**src/rtl/adc_seq_pkg.sv**
```systemverilog
package adc_seq_pkg;
  timeunit 1ns; timeprecision 1ps;

  localparam int RES_W = 12;
  localparam int BUS_W = 16;

  typedef enum logic [2:0] {
    ST_IDLE, ST_WRITE, ST_WAIT, ST_RD_HI, ST_GAP, ST_RD_LO
  } seq_state_t;

  // full-width read: keep the low result bits, drop the unused top of the bus
  function automatic logic [RES_W-1:0] word_result(input logic [BUS_W-1:0] w);
    return w[RES_W-1:0];
  endfunction

  // byte reads: high byte is bits 11:4, low nibble sits in bits 7:4 of second byte
  function automatic logic [RES_W-1:0] byte_result(input logic [7:0] hi,
                                                   input logic [7:0] lo);
    return {hi, lo[7:4]};
  endfunction
endpackage

```
**src/rtl/adc_seq_cnt.sv**
```systemverilog
module adc_seq_cnt #(
  parameter int W = 8
) (
  input  logic         clk,
  input  logic         rst_n,
  input  logic         load_i,
  input  logic [W-1:0] val_i,
  output logic         zero_o
);
  timeunit 1ns; timeprecision 1ps;

  logic [W-1:0] cnt_q;

  always_ff @(posedge clk) begin
    if (!rst_n)             cnt_q <= '0;
    else if (load_i)        cnt_q <= val_i;
    else if (cnt_q != '0)   cnt_q <= cnt_q - 1'b1;
  end

  assign zero_o = (cnt_q == '0);

  // a loaded count reaches zero only by stepping down, never by wrapping
  assert_cnt_no_wrap_R7: assert property (@(posedge clk) disable iff (!rst_n)
    !$past(load_i) && ($past(cnt_q) == '0) |-> cnt_q == '0);
endmodule

```
**src/rtl/adc_seq_asm.sv**
```systemverilog
module adc_seq_asm
  import adc_seq_pkg::*;
(
  input  logic             clk,
  input  logic             rst_n,
  input  logic             cap_word_i,
  input  logic             cap_hi_i,
  input  logic             cap_lo_i,
  input  logic [BUS_W-1:0] data_i,
  output logic [RES_W-1:0] result_o,
  output logic             valid_o
);
  timeunit 1ns; timeprecision 1ps;

  logic [7:0] hi_q;

  always_ff @(posedge clk) begin
    if (!rst_n) begin
      hi_q     <= '0;
      result_o <= '0;
      valid_o  <= 1'b0;
    end else begin
      valid_o <= cap_word_i | cap_lo_i;
      if (cap_hi_i)   hi_q     <= data_i[7:0];
      if (cap_word_i) result_o <= word_result(data_i);
      if (cap_lo_i)   result_o <= byte_result(hi_q, data_i[7:0]);
    end
  end

  assert_valid_single_R10: assert property (@(posedge clk) disable iff (!rst_n)
    valid_o |=> !valid_o);
  assert_result_hold_R10: assert property (@(posedge clk) disable iff (!rst_n)
    !valid_o |-> $stable(result_o));
endmodule

```
**src/rtl/adc_seq.sv**
```systemverilog
module adc_seq
  import adc_seq_pkg::*;
#(
  parameter int TIMEOUT_CYC = 1000,
  parameter int ACCESS_CYC  = 3
) (
  input  logic             clk,
  input  logic             rst_n,
  input  logic             start_i,
  input  logic             poll_mode_i,
  input  logic             wide_mode_i,
  input  logic             conv_busy_i,
  input  logic [BUS_W-1:0] data_i,
  output logic             cs_n_o,
  output logic             wr_n_o,
  output logic             rd_n_o,
  output logic             a0_o,
  output logic             busy_o,
  output logic [RES_W-1:0] result_o,
  output logic             result_valid_o,
  output logic             err_o
);
  timeunit 1ns; timeprecision 1ps;

  localparam int WDOG_CYC = 2 * TIMEOUT_CYC;
  localparam int ACC_W    = $clog2(ACCESS_CYC + 1);
  localparam int WAIT_W   = $clog2(WDOG_CYC + 1);
  localparam logic [ACC_W-1:0]  ACC_LD = ACC_W'(ACCESS_CYC - 1);
  localparam logic [WAIT_W-1:0] TMO_LD = WAIT_W'(TIMEOUT_CYC - 1);
  localparam logic [WAIT_W-1:0] WDG_LD = WAIT_W'(WDOG_CYC - 1);

  seq_state_t st_q, st_d;
  logic poll_q, wide_q, seen_hi_q, err_q;

  // named internal events
  logic go_write, acc_done, wait_zero, eoc, wdog_fire;
  logic go_rd_hi, go_rd_lo, acc_load, wait_load;
  logic cap_word, cap_hi, cap_lo;

  assign go_write  = (st_q == ST_IDLE) && start_i;
  assign eoc       = poll_q ? (seen_hi_q && !conv_busy_i) : wait_zero;
  assign wdog_fire = (st_q == ST_WAIT) && poll_q && wait_zero && !eoc;
  assign go_rd_hi  = (st_q == ST_WAIT) && eoc;
  assign go_rd_lo  = (st_q == ST_GAP);
  assign acc_load  = go_write || go_rd_hi || go_rd_lo;
  assign wait_load = (st_q == ST_WRITE) && acc_done;
  assign cap_word  = (st_q == ST_RD_HI) && acc_done && wide_q;
  assign cap_hi    = (st_q == ST_RD_HI) && acc_done && !wide_q;
  assign cap_lo    = (st_q == ST_RD_LO) && acc_done;

  adc_seq_cnt #(.W(ACC_W)) u_acc_cnt (
    .clk(clk), .rst_n(rst_n), .load_i(acc_load), .val_i(ACC_LD), .zero_o(acc_done)
  );

  adc_seq_cnt #(.W(WAIT_W)) u_wait_cnt (
    .clk(clk), .rst_n(rst_n), .load_i(wait_load),
    .val_i(poll_q ? WDG_LD : TMO_LD), .zero_o(wait_zero)
  );

  adc_seq_asm u_asm (
    .clk(clk), .rst_n(rst_n), .cap_word_i(cap_word), .cap_hi_i(cap_hi),
    .cap_lo_i(cap_lo), .data_i(data_i), .result_o(result_o), .valid_o(result_valid_o)
  );

  always_comb begin
    st_d = st_q;
    unique case (st_q)
      ST_IDLE:  if (go_write) st_d = ST_WRITE;
      ST_WRITE: if (acc_done) st_d = ST_WAIT;
      ST_WAIT:  if (go_rd_hi) st_d = ST_RD_HI;
                else if (wdog_fire) st_d = ST_IDLE;
      ST_RD_HI: if (acc_done) st_d = wide_q ? ST_IDLE : ST_GAP;
      ST_GAP:   st_d = ST_RD_LO;
      ST_RD_LO: if (acc_done) st_d = ST_IDLE;
      default:  st_d = ST_IDLE;
    endcase
  end

  always_ff @(posedge clk) begin
    if (!rst_n) begin
      st_q      <= ST_IDLE;
      poll_q    <= 1'b0;
      wide_q    <= 1'b0;
      seen_hi_q <= 1'b0;
      err_q     <= 1'b0;
    end else begin
      st_q <= st_d;
      if (go_write) begin
        poll_q    <= poll_mode_i;
        wide_q    <= wide_mode_i;
        seen_hi_q <= 1'b0;
        err_q     <= 1'b0;
      end else begin
        if ((st_q == ST_WRITE || st_q == ST_WAIT) && conv_busy_i) seen_hi_q <= 1'b1;
        if (wdog_fire) err_q <= 1'b1;
      end
    end
  end

  assign wr_n_o = (st_q != ST_WRITE);
  assign rd_n_o = !(st_q == ST_RD_HI || st_q == ST_RD_LO);
  assign cs_n_o = wr_n_o && rd_n_o;
  assign a0_o   = (st_q == ST_RD_LO);
  assign busy_o = (st_q != ST_IDLE);
  assign err_o  = err_q;

  assert_strobe_excl_R7: assert property (@(posedge clk) disable iff (!rst_n)
    !(!wr_n_o && !rd_n_o));
  assert_strobe_sel_R7: assert property (@(posedge clk) disable iff (!rst_n)
    (!wr_n_o || !rd_n_o) |-> !cs_n_o);
  assert_start_gate_R3: assert property (@(posedge clk) disable iff (!rst_n)
    $fell(wr_n_o) |-> $past(start_i && !busy_o));
  assert_err_no_read_R6: assert property (@(posedge clk) disable iff (!rst_n)
    $rose(err_o) |-> !busy_o && rd_n_o && $past(!rd_n_o) == 1'b0);
  assert_valid_after_read_R10: assert property (@(posedge clk) disable iff (!rst_n)
    result_valid_o |-> $past(!rd_n_o) && !busy_o);
  assert_busy_write_R2: assert property (@(posedge clk) disable iff (!rst_n)
    !wr_n_o |-> busy_o);
endmodule

```
**config.mk**
```make
export PLATFORM = sky130hd
export DESIGN_NAME = adc_seq
export DESIGN_NICKNAME = d
export VERILOG_FILES = /design/src/rtl/adc_seq_pkg.sv /design/src/rtl/adc_seq_cnt.sv /design/src/rtl/adc_seq_asm.sv /design/src/rtl/adc_seq.sv
export SDC_FILE = /design/constraint.sdc
export NUM_CORES = 1
export LEC_CHECK = 0
export BUFFER_PORTS_ARGS = -buffer_cell sky130_fd_sc_hd__buf_4
export CAP_MARGIN = 5
export CORE_MARGIN = 2
export CORE_UTILIZATION = 50
export CTS_CLUSTER_SIZE = 30
export DETAILED_ROUTE_END_ITERATION = 8
export GPL_TIMING_DRIVEN = 0
export PLACE_DENSITY = 0.7
export SKIP_LAST_GASP = 1
export SYNTH_ARGS = -nofsm -noshare
export SYNTH_HDL_FRONTEND = slang
export SYNTH_SLANG_ARGS = --single-unit
```
**constraint.sdc**
```tcl
create_clock -name clk -period 2.25 [get_ports clk]
set_input_delay 0.225 -clock clk [delete_from_list [all_inputs] [get_ports clk]]
set_output_delay 0.225 -clock clk [all_outputs]
set_load 0.03 [all_outputs]
```
==> results.sh, run 1 <==
export IMPL_drive_gt1_frac=0.238
export IMPL_cts_buffers=5
export IMPL_coreArea_um2=3690
export IMPL_endpoint="st_q[0]"
export IMPL_path_cells="inv_1 > ha_1 > nor4b_2 > nand4b_1 > a211oi_2 > o221a_1"
export IMPL_path_depth=6
export IMPL_synthArstFlopShare=0
export IMPL_grt_max_degree=12
export IMPL_clock_sinks=41
export IMPL_slowest_stage="a211oi_2"
export IMPL_die_w_um=66.2
export IMPL_cp_top_family="compound AO/OA/AOI/OAI gates"
export IMPL_synth_top_area_cell="dfxtp_1"
export IMPL_tightest_slew_ps=505
export IMPL_die_h_um=66.2
export IMPL_slew_headroom=0.663
export IMPL_clockPowerShare=0.193
export IMPL_grt_pass1_vias=1500
export IMPL_worst_setup_path_start_kind="flop"
export IMPL_syn_to_final_growth_pct=21.6
export IMPL_hold_buffers=0
export IMPL_swShare=0.381
export IMPL_syn_avg_cell_area_um2=9.24
export IMPL_synth_top_family_by_area="simple AND/OR/NAND/NOR gates"
export IMPL_multi_input_area_um2=1050
export IMPL_p_switching_w=0.000975
export IMPL_p_per_area_nw_per_um2=1090
export IMPL_die_area_um2=4380
export IMPL_fin_nets=276
export IMPL_cts_root_buf="clkbuf_8"
export IMPL_seq_power_share=0.401
export IMPL_cp_end_kind="flop"
export IMPL_cpPeakStageDelay_ps=350
export IMPL_clkTransAtPathRegs_ps=70
export IMPL_synth_warnings=0
export IMPL_cts_resized=0
export IMPL_initial_core_util=0.524
export IMPL_ys_seq_area_frac=0.425
export IMPL_crit_buf_inv=1
export IMPL_antenna_found_initial=0
export IMPL_synth_xor_area_frac=0.0181
export IMPL_synth_fa_ha_area_frac=0.0130
export IMPL_final_period_utilization=0.803
export IMPL_r2r_end="st_q[0]"
export IMPL_final_cell_mix="dfxtp_1 (41), buf_4 (37), mux2i_1 (23)"
export IMPL_ir_worst_vdd_mv=0.569
export IMPL_cts_tree="yes"
export IMPL_ys_top_cells_by_area="dfxtp_1 (42%), mux2i_1 (12%), a21oi_1 (4.7%)"
export IMPL_yosys_most_used_dff="dfxtp_1"
export IMPL_yosys_area_share_simple=0.220
export IMPL_yosysTopAreaCellShare=0.425
export IMPL_syn_cell_area_um2=1930
export IMPL_r2r_start="u_wait_cnt.cnt_q[0]"
export IMPL_hold_class="input pin to flop"
export IMPL_gp_congestion=0.832
export IMPL_syn_inst=209
export IMPL_htreeDepth=2
export IMPL_setup_tns_final_ps=0
export IMPL_synth_net_count=233
export IMPL_dpl_hpwl_um=3150
export IMPL_grt_overflow_total=0
export IMPL_worstSetupPathType="flop to flop"
export IMPL_nFillCells=337
export IMPL_io_buffers=36
export IMPL_clock_skew_ps=5.58
export IMPL_power_total_w=0.00256
export IMPL_post_cts_buffers=0
export IMPL_crit_start="u_wait_cnt.cnt_q[0]"
export IMPL_cts_buffer_depth=2
export IMPL_cp_arrival_ps=2050
export IMPL_drt_wl_total_um=4370
export IMPL_timing_fmax_ghz=0.553
export IMPL_avgViaCountPerCell=5.47
export IMPL_reg2reg_setup_slack_ps=440
export IMPL_final_common_cell="dfxtp_1"
export IMPL_synth_mux_area_frac=0.125
export IMPL_power_frac_comb=0.406
export IMPL_clk_latency_ps=300
export IMPL_dr_pass1_iters=4
export IMPL_wl_per_cell_um=14.6
export IMPL_outcome="finished clean"
export IMPL_synth_cell_type_count=53
export IMPL_ioPinCount=41
export IMPL_rsz0062_at_grt="false"
export IMPL_antenna_left=0
export IMPL_synth_edf_count=0
export IMPL_grt_pass1_wl_um=6980
export IMPL_ys_ff_latch=41
export IMPL_first_iter_violations=56
export IMPL_power_leakage_nw=1.08
export IMPL_setup_viol=0
export IMPL_antennaDiodeCount=0
export IMPL_final_max_slew_viol_count=0
export IMPL_drc_errors=0
export IMPL_worst_path_max_fanout=4
export IMPL_finalCriticalPeriod_ps=1810
export IMPL_internal_power_w=0.00158
export IMPL_seq_area_um2=821
export IMPL_fin_hold_ws_ps=153
export IMPL_maxCapViolCount=0
export IMPL_required_ps=2500
export IMPL_grtUsageTotal=0.214
export IMPL_vias=1640
export IMPL_synth_compound_area_share=0.166
export IMPL_hold_viol=0
export IMPL_placementRows=22
export IMPL_ff2ff_path_depth=6
## cells by family (layout without fill, tap and decap cells)
kind of cell,Yosys count,after routing
buffers and inverters,14,57
adders and majority gates,2,2
DFF,41,41
muxes,24,24
xor gates and xnor gates,4,4
and+or+nand+nor,71,71
AOI/OAI and AO/OA,53,53
## worst min-delay path, cell delays in order
cell and delay [ps]:
buf_4 70, mux2i_1 50, nor2_1 70
## per-layer routing
metal	vias to the layer above	share of wire	track usage
met1	751	0.49	0.272
met3	8	0.038	0.0477
met5	-	0	0
met4	0	0.021	0.107
met2	30	0.45	0.339
li1	851	-	-
## power groups by stage
stage | clock [W] | sequential, W | combinational, W
floorplan | 0 | 0.00102 | 0.000799
global placement | 0 | 0.00104 | 0.00103
detailed placement | 0 | 0.00104 | 0.00104
CTS | 0.000500 | 0.00102 | 0.00104
global route | 0.000529 | 0.00105 | 0.00115
finish | 0.000493 | 0.00102 | 0.00104
## Yosys cell counts, drive strengths merged, types with 2 or more instances
| library cell | instances |
|---|---|
| a211oi | 2 |
| a21oi | 19 |
| a31oi | 3 |
| and2 | 2 |
| and3 | 2 |
| buf | 6 |
| clkbuf | 5 |
| dfxtp | 41 |
| ha | 2 |
| inv | 2 |
| mux2i | 23 |
| nand2 | 8 |
| nand2b | 5 |
| nand3 | 8 |
| nand3b | 3 |
| nand4b | 2 |
| nor2 | 19 |
| nor2b | 2 |
| nor3 | 4 |
| nor3b | 2 |
| nor4 | 3 |
| o21ai | 18 |
| or3 | 2 |
| or3b | 3 |
| or4 | 3 |
| xnor2 | 2 |
| xor2 | 2 |
## registers in the layout, summed over array words and instances (netlist names)
| register | cells |
|---|---|
| u_wait_cnt.cnt_q | 11 |
| seen_hi_q | 1 |
| st_q | 3 |
| u_asm.hi_q | 8 |
| poll_q | 1 |
| u_asm.result_o | 12 |
| err_o | 1 |
| u_acc_cnt.cnt_q | 2 |
| u_asm.valid_o | 1 |
| wide_q | 1 |
## worst min-delay path by stage
| stage | from | endpoint | cells after the start |
|---|---|---|---|
| global route | wide_mode_i | wide_q | 3 |
| floorplan | rst_n | u_acc_cnt.cnt_q[0] | 2 |
| finish | wide_mode_i | wide_q | 3 |
| global placement | err_o | err_o | 2 |
| detailed placement | err_o | err_o | 2 |
| CTS | wide_mode_i | wide_q | 3 |
## stage by stage
| step | cell area, um^2 | setup WS [ps] | cells | utilization |
|---|---|---|---|---|
| after detailed placement | 2260 | 453 | 293 | 0.613 |
| after CTS | 2350 | 422 | 300 | 0.637 |
| after global placement | 2260 | 424 | 293 | 0.613 |
| after global routing | 2350 | 249 | 300 | 0.637 |
| after floorplan | 1930 | 596 | 209 | - |
| final | 2350 | 443 | 300 | 0.637 |
## final cells by class
| type | count | area share |
|---|---|---|
| multi-input cells | 154 | 0.446 |
| flip-flops and latches | 41 | 0.349 |
| repair buffers | 36 | 0.115 |
| clock buffers | 7 | 0.0368 |
| well taps | 48 | 0.0256 |
| plain buffers | 11 | 0.0218 |
| inverters | 3 | 0.00479 |
Note: power is estimated with default switching activity, not from simulation.
==> inputs of run 2 (changes only) <==
--- a/config.mk
+++ b/config.mk
@@ -5,6 +5,7 @@
 export SDC_FILE = /design/constraint.sdc
 export NUM_CORES = 1
 export LEC_CHECK = 0
+export ABC_AREA = 1
 export BUFFER_PORTS_ARGS = -buffer_cell sky130_fd_sc_hd__buf_4
 export CAP_MARGIN = 5
 export CORE_MARGIN = 2
==> constraint.sdc (replaced) <==
create_clock -name clk -period 1.7 [get_ports clk]
set_input_delay 0.17 -clock clk [delete_from_list [all_inputs] [get_ports clk]]
set_output_delay 0.17 -clock clk [all_outputs]
set_load 0.03 [all_outputs]
==> results.sh, run 2 <==
export IMPL_yosysMostFrequentCell="nand2_1"
export IMPL_cp_end_kind="primary output"
export IMPL_vias=1841
export IMPL_grt_max_degree=13
export IMPL_synth_top_family_by_area="simple AND/OR/NAND/NOR gates"
export IMPL_yosys_area_share_simple=0.262
export IMPL_die_w_um=66.6
export IMPL_initial_core_util=0.527
export IMPL_clock_sinks=41
export IMPL_drt_wl_total_um=4760
export IMPL_syn_cell_area_um2=1960
export IMPL_crit_buf_inv=3
export IMPL_slowest_stage="dfxtp_1"
export IMPL_cts_tree="yes"
export IMPL_final_cell_mix="nand2_1 (44), dfxtp_1 (40), buf_4 (38)"
export IMPL_nFillCells=371
export IMPL_fin_nets=339
export IMPL_synthArstFlopShare=0
export IMPL_power_leakage_nw=1.08
export IMPL_cpPeakStageDelay_ps=310
export IMPL_hold_viol=0
export IMPL_worst_setup_path_start_kind="flop"
export IMPL_slew_headroom=0.666
export IMPL_synth_fa_ha_area_frac=0.0128
export IMPL_hold_buffers=0
export IMPL_die_h_um=66.6
export IMPL_synth_mux_area_frac=0
export IMPL_reg_top3="u_asm.result_o: 12 flops, u_wait_cnt.cnt_q: 11 flops, u_asm.hi_q: 8 flops"
export IMPL_grt_pass1_vias=1709
export IMPL_worst_path_max_fanout=10
export IMPL_antennaDiodeCount=0
export IMPL_synth_edf_count=0
export IMPL_first_iter_violations=108
export IMPL_ir_worst_vdd_mv=0.590
export IMPL_outcome="finished clean"
export IMPL_power_total_w=0.00319
export IMPL_final_max_slew_viol_count=0
export IMPL_synth_xor_area_frac=0.0224
export IMPL_grt_pass1_wl_um=7770
export IMPL_cts_buffers=5
export IMPL_drc_errors=0
export IMPL_drive_gt1_frac=0.203
export IMPL_utilization=0.645
export IMPL_grtUsageTotal=0.231
export IMPL_ys_seq_area_frac=0.419
export IMPL_hold_class="input pin to flop"
export IMPL_die_area_um2=4430
export IMPL_cts_buffer_depth=2
export IMPL_tightest_slew_ps=501
export IMPL_synth_warnings=0
export IMPL_io_buffers=35
export IMPL_crit_top_cell="buf_4"
export IMPL_cp_top_family="buffers and inverters"
export IMPL_grt_overflow_total=0
export IMPL_dpl_hpwl_um=3530
export IMPL_syn_inst=271
export IMPL_clk_latency_ps=290
export IMPL_yosys_top_cells_count="nand2_1 (44), dfxtp_1 (41), inv_1 (36)"
export IMPL_r2r_start="st_q[0]"
export IMPL_largest_reg_flops=12
export IMPL_clock_skew_ps=8.30
export IMPL_worstSetupPathType="flop to primary output"
export IMPL_ys_top_cells_by_area="dfxtp_1 (42%), nand2_1 (8.4%), inv_1 (6.9%)"
export IMPL_wl_per_cell_um=13.1
export IMPL_cts_root_buf="clkbuf_8"
export IMPL_timing_fmax_ghz=0.631
export IMPL_synth_compound_area_share=0.182
export IMPL_antenna_found_initial=0
export IMPL_synth_net_count=295
export IMPL_coreArea_um2=3720
export IMPL_yosys_most_used_dff="dfxtp_1"
export IMPL_ioPinCount=41
export IMPL_reg2reg_setup_slack_ps=190
export IMPL_path_cells="inv_1 > nand2_1 > nor2_4 > buf_4 > nor2_1 > buf_4"
export IMPL_setup_viol=0
export IMPL_maxCapViolCount=0
export IMPL_synth_cell_type_count=32
export IMPL_avgViaCountPerCell=5.07
export IMPL_min_from="data_i[9]"
export IMPL_crit_start="st_q[1]"
export IMPL_antenna_left=0
export IMPL_syn_avg_cell_area_um2=7.22
export IMPL_finalCriticalPeriod_ps=1590
export IMPL_gp_congestion=0.845
export IMPL_synth_top_area_cell="dfxtp_1"
export IMPL_htreeDepth=2
export IMPL_largest_register="u_asm.result_o"
export IMPL_required_ps=1530
export IMPL_clkTransAtPathRegs_ps=70
export IMPL_final_period_utilization=0.933
export IMPL_cp_arrival_ps=1420
export IMPL_final_common_cell="nand2_1"
export IMPL_placed_cells=354
export IMPL_yosysTopAreaCellShare=0.419
export IMPL_placementRows=22
export IMPL_ys_ff_latch=41
export IMPL_dr_pass1_iters=4
export IMPL_p_per_area_nw_per_um2=1330
export IMPL_syn_to_final_growth_pct=22.6
export IMPL_stdcell_count=363
## run 2: worst register-to-register path, cell delays in order (launching register included)
cell     delay (ps)
dfxtp_1         390
inv_2            70
nor3_4          280
nand3_2         180
nand2_4         130
buf_2           230
a31oi_1         110
## run 2: per-stage QoR
stage / area [um^2] / setup WS [ps] / hold slack, ps / setup TNS (ps)
final: 2400 / 114 / 155 / 0
after global routing: 2400 / -15.8 / 158 / -15.8
after CTS: 2380 / 51.7 / 152 / 0
after detailed placement: 2280 / 70.6 / 439 / 0
after global placement: 2280 / 70.4 / 434 / 0
after floorplan: 1960 / 293 / 326 / 0
## run 2: final cells by class
type | count | area, um^2 | share of cell area
repair buffers | 37 | 278 | 0.116
plain buffers | 11 | 57.6 | 0.0240
inverters | 38 | 143 | 0.0595
clock buffers | 6 | 82.6 | 0.0344
multi-input cells | 181 | 948 | 0.395
well taps | 48 | 60.1 | 0.0250
flip-flops and latches | 41 | 822 | 0.343
clock inverters | 1 | 7.51 | 0.00313
## run 2: kinds of logic (layout without fill, tap and decap cells)
family	Yosys count	in the layout
XOR/XNOR	5	5
flip-flops	41	41
adder cells (fa/ha/maj)	2	2
AND/OR/NAND/NOR	109	109
buffers and inverters	49	93
AO/OA/AOI/OAI	65	65
## run 2: what timing repair did
action	in CTS	in global routing
cloned	0	0
gates resized for setup	2	3
setup endpoints to repair	2	11
pin swaps	1	0
buffers inserted	1	1
## run 2: worst paths after layout
path / endpoint / cells past startpoint
worst max-delay path: rd_n_o / 6
worst min-delay path: u_asm.result_o[9] / 3
worst max register to register: u_asm.result_o[5] / 6
worst min register to register: u_asm.hi_q[7] / 2
## run 2: where the power goes
group          leakage, nW  switching, W  internal (W)
sequential           0.335      0.000117       0.00112
combinational        0.704      0.000809      0.000496
clock               0.0433      0.000329      0.000321
## run 2: per-layer routing
layer  up-vias  global-route usage  part of all wire
li1        983                   -                 -
met1       828               0.325              0.50
met2        26               0.361              0.47
met3         4              0.0422             0.027
met4         0              0.0663            0.0065
met5         -                   0                 0
==> inputs of run 3 (changes only) <==
--- a/config.mk
+++ b/config.mk
@@ -8,6 +8,7 @@
 export ABC_AREA = 1
 export BUFFER_PORTS_ARGS = -buffer_cell sky130_fd_sc_hd__buf_4
 export CAP_MARGIN = 5
+export CORE_ASPECT_RATIO = 0.9
 export CORE_MARGIN = 2
 export CORE_UTILIZATION = 50
 export CTS_CLUSTER_SIZE = 30
==> results.sh, run 3 (synthesis results as in run 2) <==
export IMPL_required_ps=1530
export IMPL_grtUsageTotal=0.233
export IMPL_fin_hold_ws_ps=139
export IMPL_wl_per_cell_um=13.1
export IMPL_hold_class="input pin to flop"
export IMPL_p_switching_w=0.00126
export IMPL_stdcell_count=361
export IMPL_worst_slack_ps=120
export IMPL_setup_tns_final_ps=0
export IMPL_clockPowerShare=0.201
export IMPL_cts_buffer_depth=2
export IMPL_cts_root_buf="clkbuf_8"
export IMPL_ioPinCount=41
export IMPL_hold_viol=0
export IMPL_setup_viol=0
export IMPL_drc_errors=0
export IMPL_avgViaCountPerCell=5.25
export IMPL_final_common_cell="nand2_1"
export IMPL_antennaDiodeCount=0
export IMPL_drt_wl_total_um=4720
export IMPL_power_leakage_nw=1.08
export IMPL_maxCapViolCount=0
export IMPL_seq_power_share=0.395
export IMPL_outcome="finished clean"
export IMPL_syn_to_final_growth_pct=22.1
export IMPL_finalCriticalPeriod_ps=1580
export IMPL_worstSetupPathType="flop to primary output"
export IMPL_cts_tree="yes"
export IMPL_clock_sinks=41
export IMPL_path_cells="inv_1 > nand2_1 > nor2_4 > buf_6 > nor2_1 > buf_4"
export IMPL_antenna_found_initial=0
export IMPL_htreeDepth=2
export IMPL_grt_pass1_vias=1753
export IMPL_slew_headroom=0.663
export IMPL_worst_setup_path_start_kind="flop"
export IMPL_final_max_slew_viol_count=0
export IMPL_clock_skew_ps=3.82
export IMPL_vias=1895
export IMPL_p_per_area_nw_per_um2=1310
export IMPL_coreArea_um2=3730
export IMPL_largest_reg_flops=12
export IMPL_placementRows=21
export IMPL_worst_path_max_fanout=10
export IMPL_cp_end_kind="primary output"
export IMPL_slowest_stage="dfxtp_1"
export IMPL_drive_gt1_frac=0.203
export IMPL_dr_pass1_iters=4
export IMPL_final_period_utilization=0.929
export IMPL_cpPeakStageDelay_ps=310
export IMPL_design_area_um2=2390
export IMPL_timing_fmax_ghz=0.633
export IMPL_place_worst_setup_slack_ps=56.7
export IMPL_dpl_hpwl_um=3450
export IMPL_largest_register="u_asm.result_o"
export IMPL_antenna_left=0
export IMPL_die_area_um2=4430
export IMPL_min_path_cells=3
export IMPL_die_h_um=63.4
export IMPL_placed_cells=352
export IMPL_ff2ff_path_depth=8
export IMPL_grt_max_degree=14
export IMPL_dpl_cell_area_um2=2280
export IMPL_grt_pass1_wl_um=8200
export IMPL_tightest_slew_ps=506
export IMPL_internal_power_w=0.00188
export IMPL_reg_top3="u_asm.result_o: 12 flops, u_wait_cnt.cnt_q: 11 flops, u_asm.hi_q: 8 flops"
export IMPL_die_w_um=69.9
export IMPL_initial_core_util=0.524
export IMPL_gp_congestion=0.845
export IMPL_first_iter_violations=103
export IMPL_hold_buffers=0
export IMPL_fin_nets=338
export IMPL_cp_arrival_ps=1410
export IMPL_rsz0062_at_grt="false"
export IMPL_clkTransAtPathRegs_ps=80
export IMPL_final_cell_mix="nand2_1 (44), dfxtp_1 (40), buf_4 (36)"
export IMPL_grt_overflow_total=0
export IMPL_swShare=0.401
export IMPL_power_frac_comb=0.403
export IMPL_cts_buffers=5
export IMPL_ir_worst_vdd_mv=0.660
export IMPL_io_buffers=35
export IMPL_clk_latency_ps=290
## run 3: power groups by stage
stage          Clock, W  Combinational [W]  Sequential (W)
5_1_grt        0.000678            0.00145         0.00126
2_1_floorplan         0           0.000960         0.00124
4_1_cts        0.000645            0.00123         0.00124
3_3_place_gp          0            0.00121         0.00126
6_report       0.000632            0.00127         0.00124
3_5_place_dp          0            0.00123         0.00126
## run 3: worst max-delay path, delay by kind of cell, from the launching register on
kind | cells | cell delay (ps)
DFF | 1 | 310
and+or+nand+nor | 3 | 360
buffers and inverters | 3 | 450
## run 3: final timing paths
check / startpoint / end / slack, ps
worst max-delay path: st_q[1] / rd_n_o / 120
worst min-delay path: data_i[11] / u_asm.result_o[11] / 140
worst max register to register: st_q[1] / u_asm.result_o[4] / 170
worst min register to register: u_asm.hi_q[7] / u_asm.hi_q[7] / 450
## run 3: through the flow
stage | utilization | power (W)
2_1_floorplan | - | 0.00220
3_3_place_gp | 0.610 | 0.00247
3_5_place_dp | 0.610 | 0.00248
4_1_cts | 0.636 | 0.00311
5_1_grt | 0.640 | 0.00339
6_report | 0.640 | 0.00314
## run 3: what timing repair did
action / CTS / global route
pin swaps: 1 / 0
setup endpoints to repair: 2 / 10
buffers inserted: 1 / 0
gates resized for setup: 2 / 4
cloned: 0 / 0
## run 3: layout make-up
cell class | count | area [um^2]
tap | 46 | 57.6
multi-input combinational | 181 | 948
clock inverter | 3 | 17.5
clock buffer | 5 | 68.8
sequential | 41 | 822
buffer | 11 | 61.3
fill | 364 | 1340
timing repair buffer | 36 | 270
inverter | 38 | 143
## run 3: layer usage
metal	up-vias	GRT usage	wire, um
met5	-	0	0
met4	0	0.0793	42
met3	5	0.0416	239
met2	51	0.364	2040
met1	861	0.325	2400
li1	978	-	-
